==> src/rtl/ep_trk_pkg.sv <==
package ep_trk_pkg;

    typedef enum logic [1:0] {
        EP_IDLE  = 2'd0,
        EP_ARMED = 2'd1,
        EP_XFER  = 2'd2,
        EP_HSK   = 2'd3
    } ep_state_e;

    typedef enum logic [1:0] {
        TK_OUT   = 2'd0,
        TK_IN    = 2'd1,
        TK_SETUP = 2'd2,
        TK_RSVD  = 2'd3
    } tok_kind_e;

    typedef enum logic [1:0] {
        HK_ACK   = 2'd0,
        HK_NAK   = 2'd1,
        HK_STALL = 2'd2,
        HK_RSVD  = 2'd3
    } hsk_kind_e;

    // status word, bit 6 down to bit 0
    typedef struct packed {
        logic setup;
        logic out_exc;
        logic in_exc;
        logic seq;
        logic tmo;
        logic stall;
        logic ack;
    } ep_stat_t;

    localparam int STAT_W = $bits(ep_stat_t);

endpackage

==> src/rtl/ep_irq_bank.sv <==
module ep_irq_bank #(
    parameter int N_FLAG = 9
) (
    input  logic              clk,
    input  logic              rst_n,
    input  logic [N_FLAG-1:0] set_vec,
    input  logic              en_we,
    input  logic [N_FLAG-1:0] en_wdata,
    input  logic              clr_we,
    input  logic [N_FLAG-1:0] clr_wdata,
    output logic [N_FLAG-1:0] enables,
    output logic [N_FLAG-1:0] flags
);

    logic [N_FLAG-1:0] clr_mask;
    logic [N_FLAG-1:0] set_mask;

    always_comb begin
        clr_mask = clr_we ? clr_wdata : '0;
        set_mask = set_vec & enables;
    end

    always_ff @(posedge clk) begin
        if (!rst_n) begin
            enables <= '0;
        end else if (en_we) begin
            enables <= en_wdata;
        end
    end

    // a set event outranks a write-one-to-clear in the same cycle
    always_ff @(posedge clk) begin
        if (!rst_n) begin
            flags <= '0;
        end else begin
            flags <= (flags & ~clr_mask) | set_mask;
        end
    end

    p_set_beats_clear_r11 : assert property (
        @(posedge clk) disable iff (!rst_n)
        (|(set_vec & enables)) |=> ((flags & $past(set_vec & enables)) == $past(set_vec & enables))
    ) else $error("enabled set event lost");

    p_masked_no_rise_r11 : assert property (
        @(posedge clk) disable iff (!rst_n)
        1'b1 |=> ((flags & ~$past(flags) & ~$past(enables)) == '0)
    ) else $error("flag rose while disabled");

    p_clear_works_r11 : assert property (
        @(posedge clk) disable iff (!rst_n)
        (clr_we && ((clr_wdata & set_vec & enables) == '0)) |=> ((flags & $past(clr_wdata)) == '0)
    ) else $error("flag not cleared");

endmodule

==> src/rtl/ep_txn_fsm.sv <==
module ep_txn_fsm
    import ep_trk_pkg::*;
#(
    parameter int CNT_W = 10
) (
    input  logic             clk,
    input  logic             rst_n,
    input  logic             bus_reset,
    input  logic             cfg_we,
    input  logic             cfg_arm,
    input  logic             cfg_dir_in,
    input  logic             cfg_iso,
    input  logic             cnt_we,
    input  logic [CNT_W-1:0] cnt_wdata,
    input  logic             tok_hit,
    input  tok_kind_e        tok_kind,
    input  logic             evt_sel,
    input  logic             dat_valid,
    input  logic             dat_odd,
    input  logic [CNT_W-1:0] dat_len,
    input  logic             hsk_valid,
    input  hsk_kind_e        hsk_kind,
    input  logic             tmo_valid,
    output logic             armed,
    output logic             dir_in,
    output logic             iso,
    output logic [CNT_W-1:0] count,
    output ep_stat_t         status,
    output logic [CNT_W-1:0] count_res,
    output logic             done
);

    ep_state_e        state_q, state_d;
    ep_stat_t         set_bits;
    logic             seq_wr;
    logic             seq_val;
    logic             len_take;
    logic [CNT_W-1:0] len_q;
    logic [CNT_W-1:0] len_eff;

    // state register
    always_ff @(posedge clk) begin
        if (!rst_n) begin
            state_q <= EP_IDLE;
        end else begin
            state_q <= state_d;
        end
    end

    // next state and per-cycle outputs
    always_comb begin
        state_d  = state_q;
        done     = 1'b0;
        set_bits = '0;
        seq_wr   = 1'b0;
        seq_val  = 1'b0;
        len_take = 1'b0;
        unique case (state_q)
            EP_IDLE: begin
                state_d = EP_IDLE;
            end
            EP_ARMED: begin
                if (tok_hit) begin
                    if (tok_kind == TK_IN && !dir_in) begin
                        set_bits.in_exc = 1'b1;
                        done            = 1'b1;
                        state_d         = EP_IDLE;
                    end else if (tok_kind != TK_IN && dir_in) begin
                        set_bits.out_exc = 1'b1;
                        done             = 1'b1;
                        state_d          = EP_IDLE;
                    end else begin
                        set_bits.setup = (tok_kind == TK_SETUP);
                        state_d        = EP_XFER;
                    end
                end
            end
            EP_XFER: begin
                if (evt_sel) begin
                    if (dat_valid) begin
                        len_take = 1'b1;
                        seq_wr   = !dir_in;
                        seq_val  = dat_odd;
                        if (iso) begin
                            set_bits.ack = 1'b1;
                            done         = 1'b1;
                            state_d      = EP_IDLE;
                        end else begin
                            state_d = EP_HSK;
                        end
                    end else if (hsk_valid && hsk_kind == HK_STALL) begin
                        set_bits.stall = 1'b1;
                        done           = 1'b1;
                        state_d        = EP_IDLE;
                    end else if (hsk_valid && hsk_kind == HK_NAK) begin
                        state_d = EP_ARMED;
                    end else if (tmo_valid) begin
                        set_bits.tmo = 1'b1;
                        done         = 1'b1;
                        state_d      = EP_IDLE;
                    end
                end
            end
            EP_HSK: begin
                if (evt_sel) begin
                    if (hsk_valid && hsk_kind == HK_ACK) begin
                        set_bits.ack = 1'b1;
                        done         = 1'b1;
                        state_d      = EP_IDLE;
                    end else if (hsk_valid && hsk_kind == HK_STALL) begin
                        set_bits.stall = 1'b1;
                        done           = 1'b1;
                        state_d        = EP_IDLE;
                    end else if (hsk_valid && hsk_kind == HK_NAK) begin
                        state_d = EP_ARMED;
                    end else if (tmo_valid) begin
                        set_bits.tmo = 1'b1;
                        done         = 1'b1;
                        state_d      = EP_IDLE;
                    end
                end
            end
            default: begin
                state_d = EP_IDLE;
            end
        endcase
        if (cfg_we) begin
            state_d  = cfg_arm ? EP_ARMED : EP_IDLE;
            done     = 1'b0;
            set_bits = '0;
            seq_wr   = 1'b0;
            len_take = 1'b0;
        end
        if (bus_reset) begin
            state_d  = EP_IDLE;
            done     = 1'b0;
            set_bits = '0;
            seq_wr   = 1'b0;
            len_take = 1'b0;
        end
    end

    assign armed   = (state_q != EP_IDLE);
    assign len_eff = len_take ? dat_len : len_q;

    // configuration held by the CPU
    always_ff @(posedge clk) begin
        if (!rst_n) begin
            dir_in <= 1'b0;
            iso    <= 1'b0;
            count  <= '0;
        end else begin
            if (cfg_we) begin
                dir_in <= cfg_dir_in;
                iso    <= cfg_iso;
            end
            if (cnt_we) begin
                count <= cnt_wdata;
            end
        end
    end

    // transaction record
    always_ff @(posedge clk) begin
        if (!rst_n || bus_reset) begin
            status    <= '0;
            len_q     <= '0;
            count_res <= '0;
        end else if (cfg_we && cfg_arm) begin
            status <= '0;
            len_q  <= '0;
        end else begin
            status <= status | set_bits;
            if (seq_wr) begin
                status.seq <= seq_val;
            end
            if (len_take) begin
                len_q <= dat_len;
            end
            if (done) begin
                count_res <= count - len_eff;
            end
        end
    end

    p_idle_ignores_r10 : assert property (
        @(posedge clk) disable iff (!rst_n)
        (state_q == EP_IDLE && !cfg_we && !bus_reset)
            |=> ($stable(status) && $stable(count_res) && state_q == EP_IDLE)
    ) else $error("idle endpoint changed");

    p_in_exception_r3 : assert property (
        @(posedge clk) disable iff (!rst_n)
        (state_q == EP_ARMED && tok_hit && tok_kind == TK_IN && !dir_in && !cfg_we && !bus_reset)
            |=> (status.in_exc && !armed)
    ) else $error("IN exception not recorded");

    p_bus_reset_clears_r12 : assert property (
        @(posedge clk) disable iff (!rst_n)
        bus_reset |=> (status == '0 && !armed)
    ) else $error("bus reset did not clear endpoint");

    p_nak_rearms_r9 : assert property (
        @(posedge clk) disable iff (!rst_n)
        ((state_q == EP_HSK || state_q == EP_XFER) && evt_sel && hsk_valid && hsk_kind == HK_NAK
            && !dat_valid && !cfg_we && !bus_reset)
            |=> (state_q == EP_ARMED && $stable(status))
    ) else $error("NAK did not re-arm");

endmodule

==> src/rtl/usb_ep_txn_tracker.sv <==
module usb_ep_txn_tracker
    import ep_trk_pkg::*;
#(
    parameter int N_EP   = 8,
    parameter int CNT_W  = 10,
    parameter int ADDR_W = 6,
    parameter int DATA_W = 16
) (
    input  logic                    clk,
    input  logic                    rst_n,
    input  logic                    tok_valid,
    input  logic [1:0]              tok_kind,
    input  logic [$clog2(N_EP)-1:0] tok_ep,
    input  logic                    dat_valid,
    input  logic                    dat_odd,
    input  logic [CNT_W-1:0]        dat_len,
    input  logic                    hsk_valid,
    input  logic [1:0]              hsk_kind,
    input  logic                    tmo_valid,
    input  logic                    bus_rst,
    input  logic                    cpu_we,
    input  logic [ADDR_W-1:0]       cpu_addr,
    input  logic [DATA_W-1:0]       cpu_wdata,
    output logic [DATA_W-1:0]       cpu_rdata
);

    localparam int EP_W      = $clog2(N_EP);
    localparam int N_FLAG    = N_EP + 1;
    localparam int IRQ_EN_A  = 1 << (ADDR_W - 1);
    localparam int IRQ_FLG_A = IRQ_EN_A + 1;

    logic [EP_W-1:0]   cur_ep;
    logic              ep_space;
    logic [EP_W-1:0]   a_ep;
    logic [1:0]        a_reg;
    logic [N_EP-1:0]   ep_armed, ep_dir, ep_iso, ep_done;
    logic [CNT_W-1:0]  ep_count [N_EP];
    logic [CNT_W-1:0]  ep_res   [N_EP];
    ep_stat_t          ep_stat  [N_EP];
    logic [N_FLAG-1:0] irq_en, irq_flags;
    logic              unused_wdata;

    assign ep_space     = !cpu_addr[ADDR_W-1];
    assign a_ep         = cpu_addr[EP_W+1:2];
    assign a_reg        = cpu_addr[1:0];
    assign unused_wdata = ^cpu_wdata[DATA_W-1:CNT_W];

    // endpoint that data, handshake and timeout events refer to
    always_ff @(posedge clk) begin
        if (!rst_n) begin
            cur_ep <= '0;
        end else if (tok_valid) begin
            cur_ep <= tok_ep;
        end
    end

    for (genvar e = 0; e < N_EP; e++) begin : g_ep
        logic hit_cfg, hit_cnt;
        assign hit_cfg = cpu_we && ep_space && a_ep == EP_W'(e) && a_reg == 2'd0;
        assign hit_cnt = cpu_we && ep_space && a_ep == EP_W'(e) && a_reg == 2'd1;

        ep_txn_fsm #(.CNT_W(CNT_W)) u_fsm (
            .clk       (clk),
            .rst_n     (rst_n),
            .bus_reset (bus_rst),
            .cfg_we    (hit_cfg),
            .cfg_arm   (cpu_wdata[0]),
            .cfg_dir_in(cpu_wdata[1]),
            .cfg_iso   (cpu_wdata[2]),
            .cnt_we    (hit_cnt),
            .cnt_wdata (cpu_wdata[CNT_W-1:0]),
            .tok_hit   (tok_valid && tok_ep == EP_W'(e)),
            .tok_kind  (tok_kind_e'(tok_kind)),
            .evt_sel   (cur_ep == EP_W'(e)),
            .dat_valid (dat_valid),
            .dat_odd   (dat_odd),
            .dat_len   (dat_len),
            .hsk_valid (hsk_valid),
            .hsk_kind  (hsk_kind_e'(hsk_kind)),
            .tmo_valid (tmo_valid),
            .armed     (ep_armed[e]),
            .dir_in    (ep_dir[e]),
            .iso       (ep_iso[e]),
            .count     (ep_count[e]),
            .status    (ep_stat[e]),
            .count_res (ep_res[e]),
            .done      (ep_done[e])
        );
    end

    ep_irq_bank #(.N_FLAG(N_FLAG)) u_irq (
        .clk      (clk),
        .rst_n    (rst_n),
        .set_vec  ({bus_rst, ep_done}),
        .en_we    (cpu_we && cpu_addr == ADDR_W'(IRQ_EN_A)),
        .en_wdata (cpu_wdata[N_FLAG-1:0]),
        .clr_we   (cpu_we && cpu_addr == ADDR_W'(IRQ_FLG_A)),
        .clr_wdata(cpu_wdata[N_FLAG-1:0]),
        .enables  (irq_en),
        .flags    (irq_flags)
    );

    always_comb begin
        cpu_rdata = '0;
        if (ep_space) begin
            unique case (a_reg)
                2'd0: cpu_rdata = DATA_W'({ep_iso[a_ep], ep_dir[a_ep], ep_armed[a_ep]});
                2'd1: cpu_rdata = DATA_W'(ep_count[a_ep]);
                2'd2: cpu_rdata = DATA_W'(ep_stat[a_ep]);
                2'd3: cpu_rdata = DATA_W'(ep_res[a_ep]);
                default: cpu_rdata = '0;
            endcase
        end else if (cpu_addr == ADDR_W'(IRQ_EN_A)) begin
            cpu_rdata = DATA_W'(irq_en);
        end else if (cpu_addr == ADDR_W'(IRQ_FLG_A)) begin
            cpu_rdata = DATA_W'(irq_flags);
        end
    end

    p_done_onehot_r4 : assert property (
        @(posedge clk) disable iff (!rst_n)
        $onehot0(ep_done)
    ) else $error("more than one endpoint finished at once");

    p_reset_flag_r12 : assert property (
        @(posedge clk) disable iff (!rst_n)
        (bus_rst && irq_en[N_EP]) |=> irq_flags[N_EP]
    ) else $error("bus reset flag missing");

endmodule

==> config.mk <==
export PLATFORM = sky130hd
export DESIGN_NAME = usb_ep_txn_tracker
export DESIGN_NICKNAME = d
export VERILOG_FILES = /design/src/rtl/ep_trk_pkg.sv /design/src/rtl/ep_irq_bank.sv /design/src/rtl/ep_txn_fsm.sv /design/src/rtl/usb_ep_txn_tracker.sv
export SDC_FILE = /design/constraint.sdc
export NUM_CORES = 1
export LEC_CHECK = 0
export BUFFER_PORTS_ARGS = -buffer_cell sky130_fd_sc_hd__buf_2
export CORE_MARGIN = 2
export CORE_UTILIZATION = 43
export CTS_BUF_LIST = sky130_fd_sc_hd__clkbuf_8
export CTS_CLUSTER_SIZE = 10
export DETAILED_ROUTE_END_ITERATION = 10
export PLACE_DENSITY = 0.66
export SYNTH_ARGS = -nofsm -noshare
export SYNTH_HDL_FRONTEND = slang
export SYNTH_SLANG_ARGS = --single-unit
==> constraint.sdc <==
create_clock -name clk -period 5.1 [get_ports clk]
set_clock_uncertainty 0.1 [all_clocks]
set_input_delay 1.02 -clock clk [delete_from_list [all_inputs] [get_ports clk]]
set_output_delay 1.02 -clock clk [all_outputs]
set_load 0.01 [all_outputs]
==> results of run 1 <==
[worst min-delay path, stage by stage (launching register included)]
cell and delay, ns:
sky130_fd_sc_hd__dfxtp_1 0.31, sky130_fd_sc_hd__nand2_1 0.05, sky130_fd_sc_hd__o21ai_0 0.06
[how the worst max path moves through the flow]
stage | startpoint | endpoint | slack [ns] | cells after the start
2_1_floorplan | cpu_addr[4] | g_ep[2].u_fsm.count_res[9] | 0.40 | 14
3_3_place_gp | cpu_addr[5] | g_ep[2].u_fsm.count_res[8] | 0.42 | 14
3_5_place_dp | cpu_addr[1] | g_ep[4].u_fsm.count_res[7] | 0.33 | 13
4_1_cts | cpu_addr[2] | cpu_rdata[0] | 0.51 | 10
5_1_grt | cpu_addr[2] | cpu_rdata[0] | 0.45 | 10
6_report | cpu_addr[2] | cpu_rdata[0] | 0.47 | 10
[where the power goes]
group	switching, mW	internal (mW)	total, mW	leakage (nW)
clock	1.21	1.48	2.69	0.720
combinational	0.252	0.113	0.365	4.63
sequential	0.0111	2.73	2.74	2.81
total	1.47	4.33	5.80	8.16
[metal layers]
metal,up-vias,GRT usage,part of all wire
met5,-,0,0
met4,0,0.0932,0.036
met3,138,0.0384,0.068
met2,623,0.418,0.46
met1,8023,0.342,0.44
li1,7791,-,-
[cell usage in the layout, fill, tap and decap left out, types with 23 or more instances in the layout]
cell type                  count
sky130_fd_sc_hd__nor3_1       37
sky130_fd_sc_hd__a21oi_1     123
sky130_fd_sc_hd__nor2_1      281
sky130_fd_sc_hd__nand2b_1     27
sky130_fd_sc_hd__nand3_1      31
sky130_fd_sc_hd__a31oi_1      28
sky130_fd_sc_hd__a22oi_1      23
sky130_fd_sc_hd__buf_2        48
sky130_fd_sc_hd__buf_4        64
sky130_fd_sc_hd__inv_1        75
sky130_fd_sc_hd__dfxtp_1     349
sky130_fd_sc_hd__clkbuf_8     76
sky130_fd_sc_hd__nor2b_1     117
sky130_fd_sc_hd__a21boi_0     25
sky130_fd_sc_hd__xnor2_1      57
sky130_fd_sc_hd__mux2i_1     200
sky130_fd_sc_hd__a211oi_1     26
sky130_fd_sc_hd__o21ai_0      55
sky130_fd_sc_hd__mux4_2       70
sky130_fd_sc_hd__ha_1         82
sky130_fd_sc_hd__nand2_1     165
[registers in the layout, indices dropped and copies added (netlist names), named ones only]
signal                count
u_irq.enables             9
cur_ep                    3
g_ep.u_fsm.state_q       16
g_ep.u_fsm.status        56
g_ep.u_fsm.iso            8
g_ep.u_fsm.len_q         79
g_ep.u_fsm.count_res     80
g_ep.u_fsm.count         80
u_irq.flags               9
g_ep.u_fsm.dir_in         8
[cells by family (layout without fill, tap and decap cells)]
| logic type | count (synthesis) | after routing | synth area share |
|---|---|---|---|
| xor gates and xnor gates | 78 | 78 | 0.0344 |
| buffers and inverters | 206 | 274 | 0.0414 |
| DFF | 349 | 349 | 0.352 |
| other | 1 | 7 | 0.000189 |
| adders and majority gates | 104 | 104 | 0.0671 |
| muxes | 282 | 282 | 0.187 |
| AOI/OAI and AO/OA | 386 | 386 | 0.130 |
| and+or+nand+nor | 771 | 771 | 0.187 |
[final cells by class]
type / count / area share
repair buffers: 113 / 0.0336
well taps: 600 / 0.0340
flip-flops and latches: 349 / 0.317
clock inverters: 29 / 0.0100
diodes: 1 / 0.000113
multi-input cells: 1627 / 0.549
inverters: 56 / 0.00952
clock buffers: 76 / 0.0474
==> results by stage, run 1 <==
Logic synthesis:
- After synthesis, the cell types taking the most area are sky130_fd_sc_hd__dfxtp_1 (35%), sky130_fd_sc_hd__mux2i_1 (10%), sky130_fd_sc_hd__mux4_2 (7.9%), sky130_fd_sc_hd__nor2_1 (5.3%), sky130_fd_sc_hd__ha_1 (5.2%).
- Counting flops with an async set or reset pin after synthesis yields a share of 0.
- Sorting the synthesized cells by how often they occur yields sky130_fd_sc_hd__dfxtp_1 (349), sky130_fd_sc_hd__nor2_1 (281), sky130_fd_sc_hd__mux2i_1 (200).
- The most used flip-flop cell after synthesis is sky130_fd_sc_hd__dfxtp_1.
- The cell type contributing the most total cell area after synthesis is sky130_fd_sc_hd__dfxtp_1.
- The post-synthesis instance area is 19,800 um2.
- The synthesized netlist cell count is approximately 2,200.
- The total of warnings raised by yosys is 0.
- After synthesis, the mean cell area works out to just over 9 um2.
- The cell with the most instances after synthesis is sky130_fd_sc_hd__dfxtp_1.
- In this run, synthesis inferred 0 flip-flops with an integrated enable.
- The flip-flop and latch count after synthesis is ~350.
- Synthesis instantiated 87 different standard cells from the library.
- The portion of synthesized cell area occupied by the leading cell type is 0.352.
- The sequential fraction of the synthesis area is 0.352.

GRT:
- The number of global-route vias before repair came to 16,200.
- The initial antenna violation count is 1.
- The global-route wire length before repair is 94.3 mm.
- Entering global routing, the biggest net connects 68 pins.
- The all-layer global routing usage is 0.255.
- The total global routing overflow is 0.

Timing:
- The maximum operating frequency is between 0.2 and 0.25 GHz.
- The worst path meets setup with 0.472 ns of slack.
- The actual transition at the worst max-transition pin is between 1 and 1.5 ns.
- Setup repair after global routing left no endpoint under its margin.
- The worst pin sits at a relative slew slack of 0.272.
- The final period demand of the worst path is 4.63 ns.
- The tightest hold path in the finished design has a slack of 0.361 ns.
- Setup violations remaining at the end of the flow were counted as 0.
- For the final routed database, the setup TNS stands at 0 ns.
- The number of pins with negative max-slew slack in the final report is 0.
- The count of final hold-check violations is 0.
- Of the available clock period, the critical path in the final layout requires 0.907.

Clock network:
- The H-tree depth is 2.
- Gates resized during post-CTS repair numbered 0.
- The TritonCTS clock tree is built.
- Clock-pin slew was measured on the worst setup and hold paths at 0.06 ns.
- The TritonCTS buffer count is between 50 and 60.
- Clock tree synthesis found a total of between 300 and 400 sinks.
- Hold repair after CTS inserted 0 buffers.
- The buffers inserted during post-CTS setup optimization is 0.
- The buffer levels on the longest clock path is 3.
- The insertion delay to the later sink of the worst-skew pair is between 0.6 and 0.7 ns.
- The master cell of the clock root buffer is sky130_fd_sc_hd__clkbuf_8.

Power:
- The largest vdd supply drop is approximately 0.22 mV.
- The design draws between 5 and 6 mW.
- The power per standard cell area is between 200 and 300 nW/um2.
- The leakage power total is about 8.2 nW.

Place:
- The placement-stage worst setup slack is roughly 0.33 ns.
- The number of placed instances, taps included, is around 2,700.
- The count of buffers from port buffering is between 50 and 60.
- The placer's final routability congestion estimate is between 0.9 and 1.
- Detailed placement finished with a half-perimeter wire length of 45.0 mm.
- Once placement finished, the instance area stood at 20,800 um2.

Worst setup path:
- The largest incremental delay on the critical path is approximately 0.5 ns.
- The data required time at the worst endpoint is roughly 4.0 ns.
- For flop-to-flop paths, the worst setup slack is approximately 0.8 ns.
- The kind of capture point of the worst setup path is a primary output.
- The critical path start-end classification is input pin to primary output.
- The largest fanout of any net on the critical path is 26.
- The launch instance of the worst register-to-register path is cur_ep[0].
- The arrival time at the worst endpoint is 3.51 ns.
- The startpoint kind of the worst setup timing path is an input pin.
- The endpoint identified for the worst register-to-register timing path is g_ep[5].u_fsm.count_res[9].
- Counting cells, the worst reg-to-reg path comes to 13.
- The slowest stage of the critical path belongs to the cell sky130_fd_sc_hd__a211oi_1.
- The signal on the critical path passes through buf_4 > buf_4 > nor3_1 > a21oi_1 > mux4_2 > nor2_1 > a211oi_1 > a21oi_1 > o21ai_0 > buf_2.
- The cell family contributing the most delay on the critical path is compound AO/OA/AOI/OAI gates.
- The number of buffer and inverter stages on the critical path is 3.

Detailed routing:
- After detailed routing, the total wire length is just over 60 mm.
- The number of vias in the routed layout is approximately 17,000.
- For this run, design rule violations remaining after detail routing come to 0.
- The iteration-0 DRC count of the detailed router is 1,453.
- The first detailed-routing pass ran for 5 iterations.
- The vias per cell is 5.81.
- Once detail routing completed, the nets flagged for antenna violations numbered 0.
- The average wire per cell in the routed design is 21.3 um.

Layout:
- The register cell area after layout is 6990 um2.
- The number of nets in the layout is around 2,300.
- Counting the fill cells in the layout gives roughly 4,300.
- The utilization after layout is 0.485.
- Leaving out filler cells and counting taps, the final layout contains ~2,900.
- The share of layout cells above drive strength 1 is 0.142.
- The cell area after layout is 22,100 um2.
- The layout overhead on the synthesized area is 11.2%.
- The multi-input combinational cells in the finished layout cover a total of about 12,000 um2.

Hold path:
- The tightest min-delay check is of the flop to flop type.
- The worst hold path was traced through 2 stages.
- The worst-case hold path end point is g_ep[3].u_fsm.count_res[6].
- The worst hold path begins at g_ep[3].u_fsm.count_res[6].

Floorplanning:
- The die is around 220 um wide.
- The area of the core is between 40,000 and 50,000 um2.
- The number of top-level design ports is 64.
- The die covers 47,900 um2.
- After floorplanning, the core was divided into 78 placement rows.
- The effective utilization at floorplan is 0.436.
- In this run the vertical extent of the chip is roughly 220 um.

Status:
- The flow ran to the end, and the final reports show no timing, DRC or antenna violations.

Flow run:
- Max-cap violations in this run came to 0.
(Power assumes the default switching activity.)
==> inputs of run 2 (changes only) <==
MAX_ROUTING_LAYER = met4   (was unset)
==> run 2 against run 1 <==
Against the previous run: fmax rose by 3.0%; worst setup slack improved by 0.14 ns; utilization rose by 0.19 points; die area did not move; critical path depth did not move; clock power rose by 5%; routed wire length barely moved; sequential power barely moved; first-iteration DRC count fell by 2.6%; sequential share of layout area fell by 0.12 points; sequential cell count did not move; critical path type unchanged; largest cell class unchanged.
==> results by stage, run 2 (synthesis results as in run 1) <==
Place:
- The number of instances in the placed design is between 2,000 and 3,000.
- The placement-stage worst setup slack is around 0.41 ns.
- Detailed placement finished with a half-perimeter wire length of 44.8 mm.
- Port buffering added 51 buffers.
- The instance area after placement is ~21,000 um2.
- Routability-driven placement finished with a final weighted congestion of about 0.95.

GRT:
- The met1 track utilization from global routing is 0.337.
- The number of global-route vias before repair is 15,900.
- The initial antenna violation count came to 1.
- The met2 capacity usage during global routing is 0.411.
- Global routing finished with a remaining overflow of 0.
- Entering global routing, the biggest net connects between 100 and 150 pins.
- The layer with the highest usage after global routing is met2.
- The all-layer global routing usage is 0.261.
- The global routing met3 resource utilization is 0.0424.
- The global-route wire length before repair is 93.1 mm.

Worst setup path:
- Setup slack on the worst reg-to-reg path comes out at 0.98 ns.
- The endpoint identified for the worst register-to-register timing path is g_ep[5].u_fsm.count_res[9].
- The kind of capture point of the worst setup path is a primary output.
- The critical path in this run is classified as input pin to primary output.
- The launch instance of the worst register-to-register path is cur_ep[0].
- The logic depth of the worst register-to-register path is 14.
- STA classifies the critical path startpoint as an input pin.
- Of all nets on the critical path, the largest fanout is 52.
- The data required time at the worst endpoint is 3.98 ns.
- The arrival time at the worst endpoint is around 3.4 ns.

Clock network:
- The H-tree was split into 2 levels.
- The master cell of the clock root buffer is sky130_fd_sc_hd__clkbuf_8.
- After clock tree synthesis, the setup repair step added 0 buffers.
- The insertion delay to the later sink of the worst-skew pair is around 0.65 ns.
- TritonCTS built the clock tree.
- The number of gates given a new drive strength after cts is 0.
- After clock tree synthesis, the clock-pin slew on the worst setup and hold paths is ~0.06 ns.
- The CTS sink count is roughly 350.
- The number of buffers added to fix hold violations after cts is 0.
- The TritonCTS buffer count is 59.
- The clock passes through at most 3 buffers.

Power:
- Of the total power, the share spent switching nets is 0.249.
- The internal power of the cells totals around 4.4 mW.
- The share of total power dissipated in sequential elements is 0.462.
- The share of total power dissipated in the clock network is 0.475.
- In this run the static leakage power is approximately 8.2 nW.
- The analysis attributes to net switching a power of roughly 1.5 mW.
- The largest vdd supply drop is about 0.19 mV.
- Total power for the finished layout comes to around 6 mW.
- For this design the ratio of total power to cell area is between 200 and 300 nW/um2.
- Of the total power, combinational logic draws 0.062.

Timing:
- Setup repair after global routing left no endpoint under its margin.
- Setup violations remaining at the end of the flow were counted as 0.
- The count of final hold-check violations is 0.
- Final hold analysis gives a worst-case slack of between 0.3 and 0.4 ns.
- The total negative slack for setup checks is 0 ns.
- The actual transition at the worst max-transition pin is ~1.1 ns.
- The final critical-path share of the clock period is 0.881.
- The number of pins with negative max-slew slack in the final report is 0.
- Across all setup checks in the final design, the least slack found is between 0.6 and 0.7 ns.
- The maximum operating frequency is around 0.22 GHz.
- The final period demand of the worst path is approximately 4.5 ns.
- Headroom to the max-slew limit came out at 0.258.

Floorplanning:
- The full die area is about 48,000 um2.
- In this run the standard cell core region covers between 40,000 and 50,000 um2.
- The overall die height is around 220 um.
- In this run the horizontal extent of the chip is between 200 and 250 um.
- The placement row count is 78.
- The initial utilization of the core area, before any placement, comes to 0.436.
- Pin placement for this block handled 64 I/O pins.

Detailed routing:
- The iteration-0 DRC count of the detailed router is ~1,400.
- The final route contains ~17,000 vias.
- For this run, design rule violations remaining after detail routing come to 0.
- The remaining antenna violation count after routing is 0.
- The final routed wirelength across all metal layers is between 60 and 70 mm.
- Dividing the detail-routed via count by the number of cells gives a little under 6.
- The average wire per cell in the routed design is between 20 and 25 um.
- The first-pass iteration count of the detailed router is 8.

Layout:
- Fill cells in the final layout number approximately 4,300.
- The utilization after layout is 0.487.
- In the final layout, the share of cells above drive strength 1 is 0.144.
- The cell area after layout is about 22,000 um2.
- In the layout the commonest cells are sky130_fd_sc_hd__dfxtp_1 (349), sky130_fd_sc_hd__nor2_1 (281), sky130_fd_sc_hd__mux2i_1 (200).
- The final non-filler cell total is 2,855.
- The area growth from synthesis to layout is 11.7%.
- Leaving out fill and tap cells, the most frequent cell in the layout is sky130_fd_sc_hd__dfxtp_1.
- The largest registers in the layout are g_ep.u_fsm.count: 80 flops, g_ep.u_fsm.count_res: 80 flops, g_ep.u_fsm.len_q: 79 flops.
- The final layout contains roughly 2,300 nets.

Hold path:
- Along the worst hold path, the cell count comes to 2.
- The startpoint identified for the worst hold timing path is g_ep[6].u_fsm.count_res[4].
- The worst-case hold path end point is g_ep[6].u_fsm.count_res[4].
- The tightest min-delay check is of the flop to flop type.

Status:
- The run finished with clean final reports.

Flow run:
- The max-cap check violation count is 0.
[run 2: worst max-delay path by stage]
stage,from,endpoint,slack [ns],cells past startpoint
3_3_place_gp,cpu_addr[5],g_ep[6].u_fsm.count_res[9],0.45,15
2_1_floorplan,cpu_addr[4],g_ep[2].u_fsm.count_res[9],0.40,14
6_report,cpu_addr[2],cpu_rdata[0],0.61,10
5_1_grt,cpu_addr[2],cpu_rdata[0],0.47,10
3_5_place_dp,cpu_addr[1],g_ep[4].u_fsm.count_res[7],0.41,13
4_1_cts,cpu_addr[2],cpu_rdata[0],0.61,10
[run 2: metal layers]
layer | routed length [um] | up-vias | share of wire
met5 | 0 | - | 0
met4 | 2260 | 0 | 0.037
met3 | 4010 | 135 | 0.066
met2 | 28000 | 564 | 0.46
met1 | 26600 | 8074 | 0.44
li1 | - | 7786 | -
[run 2: power by group through the flow]
stage          clock network (mW)  registers (mW)  logic [mW]
2_1_floorplan                   0            2.79       0.229
3_3_place_gp                    0            2.80       0.359
3_5_place_dp                    0            2.80       0.362
4_1_cts                      2.87            2.74       0.364
5_1_grt                      2.99            2.74       0.389
6_report                     2.82            2.74       0.370
[run 2: worst max-delay path, cell delays in order]
cell	delay (ns)
sky130_fd_sc_hd__buf_4	0.19
sky130_fd_sc_hd__buf_12	0.37
sky130_fd_sc_hd__nor3_1	0.09
sky130_fd_sc_hd__a21oi_1	0.18
sky130_fd_sc_hd__mux4_2	0.26
sky130_fd_sc_hd__nor2_1	0.04
sky130_fd_sc_hd__a211oi_1	0.44
sky130_fd_sc_hd__a21oi_1	0.10
sky130_fd_sc_hd__o21ai_0	0.44
sky130_fd_sc_hd__buf_2	0.22
[run 2: cell type report]
| cell class | count | area [um2] | area share |
|---|---|---|---|
| Inverter | 56 | 210 | 0.00949 |
| Clock buffer | 80 | 1100 | 0.0497 |
| Multi-Input combinational cell | 1627 | 12100 | 0.547 |
| Sequential cell | 349 | 6990 | 0.315 |
| Antenna cell | 1 | 2.50 | 0.000113 |
| Clock inverter | 30 | 248 | 0.0112 |
| Timing Repair Buffer | 112 | 746 | 0.0337 |
| Tap cell | 600 | 751 | 0.0339 |
